**config.mk**
```make
export PLATFORM = sky130hd
export DESIGN_NAME = rxclk_speed_guard
export DESIGN_NICKNAME = d
export VERILOG_FILES = /design/src/rtl/spdguard_pkg.sv /design/src/rtl/spdguard_datapath.sv /design/src/rtl/spdguard_control.sv /design/src/rtl/rxclk_speed_guard.sv
export SDC_FILE = /design/constraint.sdc
export NUM_CORES = 1
export LEC_CHECK = 0
export ABC_CLOCK_PERIOD_IN_PS = 1600
export BUFFER_PORTS_ARGS = -buffer_cell sky130_fd_sc_hd__buf_2
export CAP_MARGIN = 10
export CORE_MARGIN = 2
export CORE_UTILIZATION = 25
export DETAILED_ROUTE_END_ITERATION = 7
export PLACE_DENSITY_LB_ADDON = 0.12
export SLEW_MARGIN = 20
export SYNTH_ARGS = -nofsm -noshare
export SYNTH_HDL_FRONTEND = slang
export SYNTH_SLANG_ARGS = --single-unit
```
**constraint.sdc**
```tcl
create_clock -name clk -period 1.6 [get_ports clk]
set_input_delay 0.16 -clock clk [delete_from_list [all_inputs] [get_ports clk]]
set_output_delay 0.16 -clock clk [all_outputs]
set_load 0.03 [all_outputs]
```
**src/rtl/spdguard_pkg.sv**
```systemverilog
`timescale 1ns/1ps
package spdguard_pkg;

  // Classification of one measured receive-clock period
  typedef enum logic [1:0] {
    CLS_HOLD = 2'd0,
    CLS_FAST = 2'd1,
    CLS_SLOW = 2'd2
  } spd_class_e;

  // Result of the period measurement, valid for one reference cycle
  typedef struct packed {
    logic       valid;
    spd_class_e cls;
  } period_meas_t;

  // Strobes from control to the datapath filter counter
  typedef struct packed {
    logic filtStep;
    logic filtClear;
  } filt_ctrl_t;

endpackage

```
**src/rtl/spdguard_datapath.sv**
```systemverilog
`timescale 1ns/1ps
module spdguard_datapath
  import spdguard_pkg::*;
#(
  parameter int FAST_MAX_CYC = 3,
  parameter int SLOW_MIN_CYC = 4,
  parameter int FILTER_CYC   = 31,
  parameter int SYNC_STAGES  = 2
) (
  input  logic         clk,
  input  logic         rst,
  input  logic         rxClkRaw,
  input  filt_ctrl_t   filtCtrl,
  output period_meas_t meas,
  output logic         filtDone
);

  localparam int CNT_W  = $clog2(SLOW_MIN_CYC + 1);
  localparam int FILT_W = $clog2(FILTER_CYC + 1);
  localparam logic [CNT_W-1:0]  FAST_LIM  = CNT_W'(FAST_MAX_CYC);
  localparam logic [CNT_W-1:0]  SLOW_LIM  = CNT_W'(SLOW_MIN_CYC);
  localparam logic [FILT_W-1:0] FILT_LAST = FILT_W'(FILTER_CYC - 1);

  // Synchronizer chain bringing the receive clock into the reference domain
  logic [SYNC_STAGES-1:0] syncQ;

  for (genvar s = 0; s < SYNC_STAGES; s++) begin : g_sync
    logic stageIn;
    if (s == 0) begin : g_first
      assign stageIn = rxClkRaw;
    end else begin : g_next
      assign stageIn = syncQ[s-1];
    end
    always_ff @(posedge clk) begin
      if (rst) syncQ[s] <= 1'b0;
      else     syncQ[s] <= stageIn;
    end
  end

  logic rxLevel;
  logic rxPrev;
  logic rxRise;
  logic primed;
  logic [CNT_W-1:0] periodCnt;
  logic [FILT_W-1:0] filtCnt;

  assign rxLevel = syncQ[SYNC_STAGES-1];
  assign rxRise  = rxLevel & ~rxPrev;

  always_ff @(posedge clk) begin
    if (rst) begin
      rxPrev <= 1'b0;
      primed <= 1'b0;
    end else begin
      rxPrev <= rxLevel;
      if (rxRise) primed <= 1'b1;
    end
  end

  // Reference cycles since the last rising edge, saturating at the slow limit
  always_ff @(posedge clk) begin
    if (rst)                    periodCnt <= '0;
    else if (rxRise)            periodCnt <= CNT_W'(1);
    else if (periodCnt < SLOW_LIM) periodCnt <= periodCnt + CNT_W'(1);
  end

  // Classify a completed period, or a period already too long to be fast
  always_comb begin
    meas.valid = 1'b0;
    meas.cls   = CLS_HOLD;
    if (rxRise && primed) begin
      meas.valid = 1'b1;
      if (periodCnt <= FAST_LIM)      meas.cls = CLS_FAST;
      else if (periodCnt >= SLOW_LIM) meas.cls = CLS_SLOW;
      else                            meas.cls = CLS_HOLD;
    end else if (periodCnt >= SLOW_LIM) begin
      meas.valid = 1'b1;
      meas.cls   = CLS_SLOW;
    end
  end

  // Sustained-change filter counter
  assign filtDone = filtCtrl.filtStep && (filtCnt == FILT_LAST);

  always_ff @(posedge clk) begin
    if (rst || filtCtrl.filtClear || filtDone) filtCnt <= '0;
    else if (filtCtrl.filtStep)                filtCnt <= filtCnt + FILT_W'(1);
  end

endmodule

```
**src/rtl/spdguard_control.sv**
```systemverilog
`timescale 1ns/1ps
module spdguard_control
  import spdguard_pkg::*;
(
  input  logic         clk,
  input  logic         rst,
  input  logic         spdSel,
  input  logic         autoProt,
  input  logic         irqAck,
  input  period_meas_t meas,
  input  logic         filtDone,
  output filt_ctrl_t   filtCtrl,
  output logic         speedFast,
  output logic         mismatch,
  output logic         isolate,
  output logic         irq
);

  spd_class_e candQ;
  logic detFastQ;
  logic isoQ;
  logic irqQ;
  logic candFast;
  logic differs;
  logic isoStart;

  // Most recent classification seen by the datapath
  always_ff @(posedge clk) begin
    if (rst)             candQ <= CLS_HOLD;
    else if (meas.valid) candQ <= meas.cls;
  end

  assign candFast = (candQ == CLS_FAST);
  assign differs  = (candQ != CLS_HOLD) && (candFast != detFastQ);

  always_comb begin
    filtCtrl.filtStep  = differs;
    filtCtrl.filtClear = !differs;
  end

  // Decided speed: seeded from the speed select, switched only by the filter
  always_ff @(posedge clk) begin
    if (rst)           detFastQ <= spdSel;
    else if (filtDone) detFastQ <= candFast;
  end

  assign mismatch = detFastQ ^ spdSel;
  assign isoStart = autoProt && mismatch && !isoQ;

  always_ff @(posedge clk) begin
    if (rst) isoQ <= 1'b0;
    else     isoQ <= autoProt && mismatch;
  end

  always_ff @(posedge clk) begin
    if (rst)           irqQ <= 1'b0;
    else if (isoStart) irqQ <= 1'b1;
    else if (irqAck)   irqQ <= 1'b0;
  end

  assign speedFast = detFastQ;
  assign isolate   = isoQ;
  assign irq       = irqQ;

endmodule

```
**src/rtl/rxclk_speed_guard.sv**
```systemverilog
`timescale 1ns/1ps
module rxclk_speed_guard
  import spdguard_pkg::*;
#(
  parameter int REF_PERIOD_NS = 20,
  parameter int FAST_MAX_NS   = 60,
  parameter int SLOW_MIN_NS   = 80,
  parameter int FILTER_NS     = 620,
  parameter int SYNC_STAGES   = 2
) (
  input  logic clk,
  input  logic rst,
  input  logic rxClk,
  input  logic spdSel,
  input  logic autoProt,
  input  logic irqAck,
  output logic speedFast,
  output logic mismatch,
  output logic isolate,
  output logic irq
);

  localparam int FAST_MAX_CYC = FAST_MAX_NS / REF_PERIOD_NS;
  localparam int SLOW_MIN_CYC = (SLOW_MIN_NS + REF_PERIOD_NS - 1) / REF_PERIOD_NS;
  localparam int FILTER_CYC   = (FILTER_NS + REF_PERIOD_NS - 1) / REF_PERIOD_NS;

  period_meas_t meas;
  filt_ctrl_t   filtCtrl;
  logic         filtDone;

  spdguard_datapath #(
    .FAST_MAX_CYC (FAST_MAX_CYC),
    .SLOW_MIN_CYC (SLOW_MIN_CYC),
    .FILTER_CYC   (FILTER_CYC),
    .SYNC_STAGES  (SYNC_STAGES)
  ) i_dp (
    .clk      (clk),
    .rst      (rst),
    .rxClkRaw (rxClk),
    .filtCtrl (filtCtrl),
    .meas     (meas),
    .filtDone (filtDone)
  );

  spdguard_control i_ctl (
    .clk       (clk),
    .rst       (rst),
    .spdSel    (spdSel),
    .autoProt  (autoProt),
    .irqAck    (irqAck),
    .meas      (meas),
    .filtDone  (filtDone),
    .filtCtrl  (filtCtrl),
    .speedFast (speedFast),
    .mismatch  (mismatch),
    .isolate   (isolate),
    .irq       (irq)
  );

endmodule

```
==> flow_metrics.tcl, run 1 <==
set metrics [dict create \
    syn_nets 84 \
    setup_viol 0 \
    syn_area_per_cell_um2 9.598 \
    post-cts-setup-buffers 0 \
    n_antenna_cell 0 \
    drc 0 \
    clkSinkCount 17 \
    p_per_area_nw_per_um2 1205 \
    grt_overflow_total 0 \
    internal_power_uw 676.6 \
    cts.repair.resized 0 \
    path_clk_slew_ns 0.10 \
    place_congestion 0.6198 \
    die-area_um2 3242 \
    antenna_found_initial 0 \
    clkLatencyLatePin_ns 0.29 \
    critPathArrivalTime_ns 1.14 \
    grt_setup_unrepaired "no" \
    cts_max_level 1 \
    ys_ff_latch 17 \
    grt_pass1_vias 530 \
    crit_fanout 4 \
    dpl.hpwl_um 856.3 \
    worst_r2r_startpoint "i_ctl.speedFast" \
    p_leak_uw 0.0003204 \
    cp.required_ns 1.44 \
    sequentialPowerShare 0.561 \
    nets 97 \
    grt.total_usage 0.08792 \
    syn-cell-area_um2 700.7 \
    viasPerCell 4.250 \
    initial_core_util 0.2585 \
    die_h_um 56.94 \
    drt-total-wl_um 1181 \
    fin_tns_setup_ns 0 \
    p_sw_uw 294.8 \
    rows 19 \
    critical_path_class "register to output port" \
    p_total_uw 971.3 \
    max-vdd-ir-drop_mv 0.4843 \
    hold_violations 0 \
    cap_violations 0 \
    switching_share 0.3035 \
    clockBufferDepth 2 \
    netlist_instances 73 \
    vias 493 \
    area_growth_syn_to_layout_pct 15.00 \
    hp-class "input pin to register" \
    fp.coreArea_um2 2710 \
    worst_pin_slew_ns 0.4428 \
    drt_iter0_drc 6 \
    cts_hold_buf 0 \
    min-delay-start "rxClk" \
    crit_start "i_ctl.speedFast" \
    ant_nets 0 \
    top_level_ports 10 \
    status "finished clean" \
    first_pass_iters 2 \
    cts_buffers 3 \
    fillers 315 \
    skew_ns 0.005243 \
    die_x_um 56.94 \
    slew_headroom 0.7035 \
    start_kind "register" \
    fmax_mhz 767.0 \
    endpoint_kind "output port" \
    fin_crit_ns 1.304 \
    ys_seq_area_frac 0.5000 \
    synth.distinct_cells 24 \
    grt_max_degree 14 \
    grt_pass1_wl_um 2152 \
    cts_root_buf "clkbuf_4" \
    wl_per_cell_um 10.18 \
    combPwrFrac 0.204 \
    maxSlewViolCount 0 \
    drive_gt1_frac 0.1765 \
    fin_crit_sh 0.8149 \
    port_buffers 9 \
    cts_tree "built" \
    yosys_warnings 0 \
    power.clock.fraction 0.236 \
]
==> routing by layer <==
metal | routed length (um) | up-vias | global-route usage
met3 | 55 | 2 | 0.02041
met1 | 557 | 219 | 0.1010
met5 | 0 | - | 0
met4 | 18 | 0 | 0.06977
li1 | - | 263 | -
met2 | 550 | 9 | 0.1396
==> layout by cell type, fill, tap and decap left out, drive strengths merged <==
cell    count
or2b        1
and2        1
nand2       3
ha          5
inv         7
a22o        1
o211ai      1
mux2i       1
nand4       1
edfxtp      1
nor3        2
o21ai       3
xor2        3
buf         9
a211oi      2
nor3b       1
dfxtp      16
nand3       2
nor2b       4
xnor2       2
nand3b      1
nor2       11
and3        1
a21oi       2
clkbuf      4
==> path summary, 6_finish.rpt <==
path / to / slack, ns / depth (start not counted)
worst min-delay path: i_dp.g_sync[1].stageIn / 0.08 / 2
worst max register to register: i_ctl.speedFast / 0.31 / 3
worst max-delay path: mismatch / 0.30 / 2
worst min register to register: i_dp.rxLevel / 0.45 / 1
==> cells by family (layout without fill, tap and decap cells) <==
group / Yosys count / in the layout / share of synthesized area
simple gates: 28 / 28 / 0.2072
flops: 17 / 17 / 0.5000
compound gates: 9 / 9 / 0.08214
buf+inv: 8 / 20 / 0.04464
fa+ha+maj: 5 / 5 / 0.08929
xor+xnor: 5 / 5 / 0.06251
mux: 1 / 1 / 0.01429
==> stage by stage <==
stage | utilization | setup slack (ns) | hold WS, ns | cells | cell area, um2
after floorplan | - | 0.01819 | 0.2316 | 73 | 700.7
after global placement | 0.2876 | 0.3262 | 0.3767 | 112 | 779.5
after detailed placement | 0.2876 | 0.3162 | 0.3838 | 112 | 779.5
after CTS | 0.2973 | 0.2675 | 0.07121 | 116 | 805.8
after global routing | 0.2973 | 0.1906 | 0.08213 | 116 | 805.8
final | 0.2973 | 0.2961 | 0.08417 | 116 | 805.8
==> sequential cells by signal, summed over array words and instances, names as in the netlist <==
signal and count:
i_ctl.isolate 1, i_dp.periodCnt 3, i_ctl.irq 1, i_dp.g_sync.stageIn 1, i_dp.rxLevel 1, i_ctl.speedFast 1, i_ctl.candQ 2, i_dp.rxPrev 1
i_dp.filtCnt 5, i_dp.primed 1
==> area by class of cell <==
| class | count | area (um2) | area share |
|---|---|---|---|
| repair buffers | 9 | 45.04 | 0.05590 |
| well taps | 31 | 38.79 | 0.04814 |
| clock buffers | 4 | 26.28 | 0.03261 |
| multi-input cells | 48 | 319.1 | 0.3960 |
| inverters | 7 | 26.28 | 0.03261 |
| flip-flops and latches | 17 | 350.3 | 0.4348 |
==> cell usage after synthesis <==
master    count  area share
mux2i_1       1       0.014
nor3_1        2       0.014
nand3_1       2       0.014
nor2b_1       4       0.036
a21oi_1       2       0.014
nand2_1       3       0.016
or2b_1        1       0.011
nor2_1       11       0.059
nand4_1       1      0.0089
xor2_1        3       0.038
a211oi_1      2       0.021
buf_2         1      0.0071
nor3b_1       1       0.011
and2_2        1       0.011
a22o_2        1       0.014
nand3b_1      1       0.011
o211ai_1      1       0.011
and3_4        1       0.016
edfxtp_1      1       0.043
o21ai_0       3       0.021
ha_1          5       0.089
inv_1         7       0.038
xnor2_1       2       0.025
dfxtp_1      16        0.46
==> critical path, cell delays in order (launching register included) <==
cell	delay, ns
edfxtp_1	0.45
xor2_1	0.19
buf_2	0.22
==> power by group through the flow <==
stage	logic (uW)	registers [uW]	clock network [uW]
2_1_floorplan	154	552	0
3_3_place_gp	197	557	0
3_5_place_dp	203	555	0
4_1_cts	204	545	249
5_1_grt	235	556	271
6_report	198	545	229
Power figures use the tool's default switching activity.
==> run 2: changes to the inputs <==
- ABC_AREA: unset -> 1
- ABC_CLOCK_PERIOD_IN_PS: 1600 -> 1200
- clock period: 1.6 -> 1.2 ns (I/O delays scaled with it)
==> run 2 against run 1 <==
Against the previous run: the flow now finishes with violations (setup timing); sequential share of layout area fell by 5.2 points; cell area rose by 14%; total power rose by 27%; non-clock buffer count rose by 6; via count rose by 25%; highest routed layer unchanged.
==> flow_metrics.tcl, run 2 <==
set metrics [dict create \
    die_h_um 58.66 \
    hp-class "input pin to register" \
    cts_tree "built" \
    critPathArrivalTime_ns 1.09 \
    path_clk_slew_ns 0.10 \
    critical_path_class "register to output port" \
    final_cells 144 \
    viasPerCell 4.264 \
    drt-total-wl_um 1305 \
    fin_crit_sh 1.011 \
    antenna_found_initial 0 \
    clkLatencyLatePin_ns 0.29 \
    synth.distinct_cells 17 \
    critical-path-max-stage-delay_ns 0.45 \
    setup_viol 2 \
    top_level_ports 10 \
    design_area_um2 915.9 \
    cts_hold_buf 0 \
    fin_crit_ns 1.213 \
    yosysMostFrequentCell "nand2_1" \
    fmax_mhz 824.5 \
    grt_overflow_total 0 \
    ys_seq_area_frac 0.4690 \
    cp_slowest_cell "edfxtp_1" \
    drive_gt1_frac 0.2035 \
    endpoint_kind "output port" \
    async_reset_ff_frac 0 \
    fillers 310 \
    worst_slack_ns -0.01292 \
    cp_top_family "flip-flops" \
    cts_root_buf "clkbuf_4" \
    slew_headroom 0.8747 \
    largest_register_ffs 5 \
    multi_input_area_um2 334.1 \
    min-delay-start "rxClk" \
    syn_nets 106 \
    clockBufferDepth 2 \
    synth_top_area_cell "dfxtp_1" \
    drt_iter0_drc 6 \
    ys_ff_latch 17 \
    clkSinkCount 17 \
    violations "setup timing" \
    reg_top3 "i_dp.filtCnt: 5 flops, i_dp.periodCnt: 3 flops, i_ctl.candQ: 2 flops" \
    nets 125 \
    hold_path_end "i_dp.g_sync[1].stageIn" \
    dp.cells 137 \
    initial_core_util 0.2663 \
    synthFlopType "dfxtp_1" \
    hold_violations 0 \
    p_leak_uw 0.0004435 \
    netlist_instances 95 \
    die-area_um2 3441 \
    status "finished with violations" \
    n_antenna_cell 0 \
    grt.total_usage 0.09241 \
    cts_max_level 1 \
    area_growth_syn_to_layout_pct 22.61 \
    grt_pass1_wl_um 2366 \
    wl_per_cell_um 9.063 \
    seqCellArea_um2 350.3 \
    place_area_um2 855.8 \
    syn-cell-area_um2 747.0 \
    max-vdd-ir-drop_mv 0.4663 \
    syn_area_per_cell_um2 7.863 \
    dpl.hpwl_um 987.6 \
    path_cells "xor2_2 -> buf_6" \
    fp.coreArea_um2 2805 \
    worst-path-buf-inv 1 \
    rows 19 \
    final_util 0.3265 \
    regMostFlops "i_dp.filtCnt" \
    cts_buffers 3 \
    ff2ff_path_depth 4 \
    drc 0 \
    cap_violations 0 \
    yosys.area.top_type_share 0.4288 \
    place_congestion 0.6997 \
    first_pass_iters 4 \
    p_per_area_nw_per_um2 1345 \
    worst_hold_slack_ns 0.03046 \
    vias 614 \
    cp.required_ns 1.08 \
    grt_setup_unrepaired "yes" \
    worst_r2r_startpoint "i_ctl.speedFast" \
    layout_common_cells "inv_1, nand2_1, dfxtp_1" \
    port_buffers 9 \
    synth_common_cells "nand2_1, inv_1, dfxtp_1" \
    p_total_uw 1232 \
    maxSlewViolCount 0 \
    grt_max_degree 10 \
    crit_fanout 2 \
    reg2reg_setup_slack_ns 0.03 \
    grt_pass1_vias 561 \
    skew_ns 0.005910 \
    min_path_cells 3 \
    yosys_warnings 0 \
    start_kind "register" \
    die_x_um 58.66 \
    netlist_top_cells_area "dfxtp_1, nand2_1, inv_1, ha_1, nor2_1" \
    ant_nets 0 \
    r2r-end "i_ctl.speedFast" \
    synth_edf_count 1 \
    worst_pin_slew_ns 0.1860 \
]
[run 2: cell count changes after synthesis, sizes merged, moves of 2 or more]
cell | previous run | this run
nand3 | 2 | 7
nor3 | 2 | 0
a211oi | 2 | 0
nand2 | 3 | 19
inv | 7 | 18
nor2b | 4 | 0
a21oi | 2 | 4
nand4 | 1 | 3
[run 2: tightest hold or removal path, delay by kind of cell]
kind          cells  cell delay (ns)
buf+inv           2             0.10
simple gates      1             0.06
[run 2: cells by family (layout without fill, tap and decap cells)]
logic type,Yosys count,after routing,share of synthesized area
compound gates,8,8,0.05360
xor+xnor,4,4,0.04691
fa+ha+maj,5,5,0.08375
buf+inv,19,37,0.09714
flops,17,17,0.4690
simple gates,42,42,0.2496
[run 2: layout make-up]
class,count,area share
Clock buffer,4,0.02869
Inverter,18,0.07377
Timing Repair Buffer,15,0.1079
Tap cell,31,0.04235
Sequential cell,17,0.3825
Multi-Input combinational cell,59,0.3648
[run 2: worst max-delay path by stage]
| stage | start | endpoint | depth (start not counted) |
|---|---|---|---|
| CTS | i_ctl.speedFast | mismatch | 2 |
| global placement | i_ctl.speedFast | i_ctl.speedFast | 3 |
| global route | i_ctl.speedFast | mismatch | 2 |
| detailed placement | i_ctl.speedFast | i_ctl.speedFast | 3 |
| finish | i_ctl.speedFast | mismatch | 2 |
| floorplan | i_ctl.speedFast | i_ctl.speedFast | 4 |
[run 2: layer usage]
| metal | part of all wire | global-route usage | up-vias | wire (um) |
|---|---|---|---|---|
| met5 | 0 | 0 | - | 0 |
| met4 | 0.010 | 0.03896 | 0 | 13 |
| met3 | 0.041 | 0.03956 | 2 | 54 |
| met2 | 0.46 | 0.1380 | 9 | 603 |
| met1 | 0.49 | 0.1167 | 271 | 633 |
| li1 | - | - | 332 | - |
[run 2: metrics by stage]
stage	TNS, ns	setup WS, ns
3_5_place_dp	0	0.06569
6_report	-0.01416	-0.01292
5_1_grt	-0.2078	-0.09537
3_3_place_gp	0	0.07552
2_1_floorplan	-0.1264	-0.05165
4_1_cts	-0.1183	-0.07101
[run 2: power breakdown]
group	internal (uW)	total, uW	leakage (uW)	switching [uW]
Clock	129	307	0.0000150	178
Sequential	623	662	0.000141	38.8
Combinational	111	263	0.000288	152
[run 2: what timing repair did]
item                       4_1_cts  5_1_grt
setup endpoints to repair        1        3
gates resized for setup          4        0
buffers inserted                 2        1
pin swaps                        1        1
==> run 3: changes to the inputs <==
- PLACE_DENSITY: unset -> 0.46
- PLACE_DENSITY_LB_ADDON: 0.12 -> unset
==> run 3 against run 2 <==
Against the previous run: the run still ends with setup timing left; global-route usage down 0.51 points; routed wire length rose by 1.2%; first-iteration DRC count up 100%; total power grew 1.2%; via count decreased by 0.65%; non-clock buffer count decreased by 1; largest cell class unchanged.
==> flow_metrics.tcl, run 3 (synthesized netlist as in run 2, its figures left out) <==
set metrics [dict create \
    status "finished with violations" \
    violations "setup timing" \
    ant_nets 0 \
    clkSinkCount 17 \
    fin_crit_sh 1.076 \
    cts_tree "built" \
    dpl.hpwl_um 1002 \
    fillers 309 \
    worst_pin_slew_ns 0.2410 \
    drive_gt1_frac 0.2411 \
    cts_root_buf "clkbuf_4" \
    die-area_um2 3441 \
    largest_register_ffs 5 \
    grt_setup_unrepaired "yes" \
    area_growth_syn_to_layout_pct 23.62 \
    p_per_area_nw_per_um2 1350 \
    wl_per_cell_um 9.238 \
    path_clk_slew_ns 0.10 \
    fin_crit_ns 1.292 \
    drc 0 \
    crit_fanout 3 \
    final_util 0.3292 \
    place_congestion 0.7906 \
    port_buffers 9 \
    fin_tns_setup_ns -0.1221 \
    reg_top3 "i_dp.filtCnt: 5 flops, i_dp.periodCnt: 3 flops, i_ctl.candQ: 2 flops" \
    cts_hold_buf 0 \
    critical_path_class "register to output port" \
    top_level_ports 10 \
    vias 610 \
    first_pass_iters 4 \
    die_h_um 58.66 \
    hp-class "input pin to register" \
    grt_max_degree 11 \
    cp.required_ns 1.08 \
    worst_slack_ns -0.09177 \
    start_kind "register" \
    place_worst_setup_slack_ns 0.06157 \
    endpoint_kind "output port" \
    grt_pass1_vias 539 \
    cts_max_level 1 \
    cts_buffers 3 \
    drt_iter0_drc 12 \
    grt_overflow_total 0 \
    nets 124 \
    layout_common_cells "inv_1, nand2_1, dfxtp_1" \
    rows 19 \
    grt_pass1_wl_um 2304 \
    clkLatencyLatePin_ns 0.29 \
    p_leak_uw 0.0004389 \
    critPathArrivalTime_ns 1.17 \
    regMostFlops "i_dp.filtCnt" \
    initial_core_util 0.2663 \
    drt-total-wl_um 1321 \
    hold_violations 0 \
    viasPerCell 4.266 \
    fp.coreArea_um2 2805 \
    fmax_mhz 774.1 \
    die_x_um 58.66 \
    max-vdd-ir-drop_mv 0.7341 \
    skew_ns 0.003681 \
    maxSlewViolCount 0 \
    slew_headroom 0.8376 \
    antenna_found_initial 0 \
    grt.total_usage 0.08733 \
    setup_viol 2 \
    clockBufferDepth 2 \
    cap_violations 0 \
    n_antenna_cell 0 \
]
run 3: power breakdown:
part           leakage (uW)  total (uW)  internal (uW)  switching [uW]
Clock             0.0000177         311            124             187
Sequential         0.000142         664            627            36.8
Combinational      0.000279         271            114             158
Total              0.000439        1250            865             381
run 3: per-layer routing:
metal,routed length (um),GRT usage,share of wire
met5,0,0,0
met4,17,0.02922,0.013
met3,66,0.02637,0.050
met2,594,0.1300,0.45
met1,642,0.1206,0.49
run 3: layout make-up:
cell class	count	area [um2]	share of cell area
Multi-Input combinational cell	59	346.6	0.3753
Clock inverter	1	5.005	0.005420
Inverter	18	67.56	0.07317
Timing Repair Buffer	14	88.84	0.09621
Clock buffer	3	22.52	0.02439
Tap cell	31	38.79	0.04201
Sequential cell	17	354.1	0.3835
run 3: metrics by stage:
stage	area [um2]	hold slack [ns]	instances	power, uW
after floorplan	754.5	0.2270	95	844.5
after global placement	855.8	0.3272	137	916.6
after detailed placement	855.8	0.3470	137	919.1
after CTS	889.6	0.01504	141	1245
after global routing	923.4	0.02086	143	1349
final	923.4	0.02440	143	1246
run 3: critical path, stage by stage, from the launching register on:
cell and delay [ns]:
edfxtp_1 0.48, xor2_2 0.23, buf_6 0.16
run 3: final timing paths:
check / from / endpoint / slack (ns) / cells after the start
worst max-delay path: i_ctl.speedFast / mismatch / -0.09 / 2
worst min register to register: i_dp.g_sync[1].stageIn / i_dp.rxLevel / 0.42 / 2
worst min-delay path: rxClk / i_dp.g_sync[1].stageIn / 0.02 / 3
worst max register to register: i_ctl.speedFast / i_ctl.speedFast / -0.03 / 4
run 3: what timing repair did:
item / 4_1_cts / 5_1_grt
resized for setup: 2 / 6
endpoints found under the setup margin: 1 / 8
pin swaps: 0 / 3
setup buffers: 0 / 2
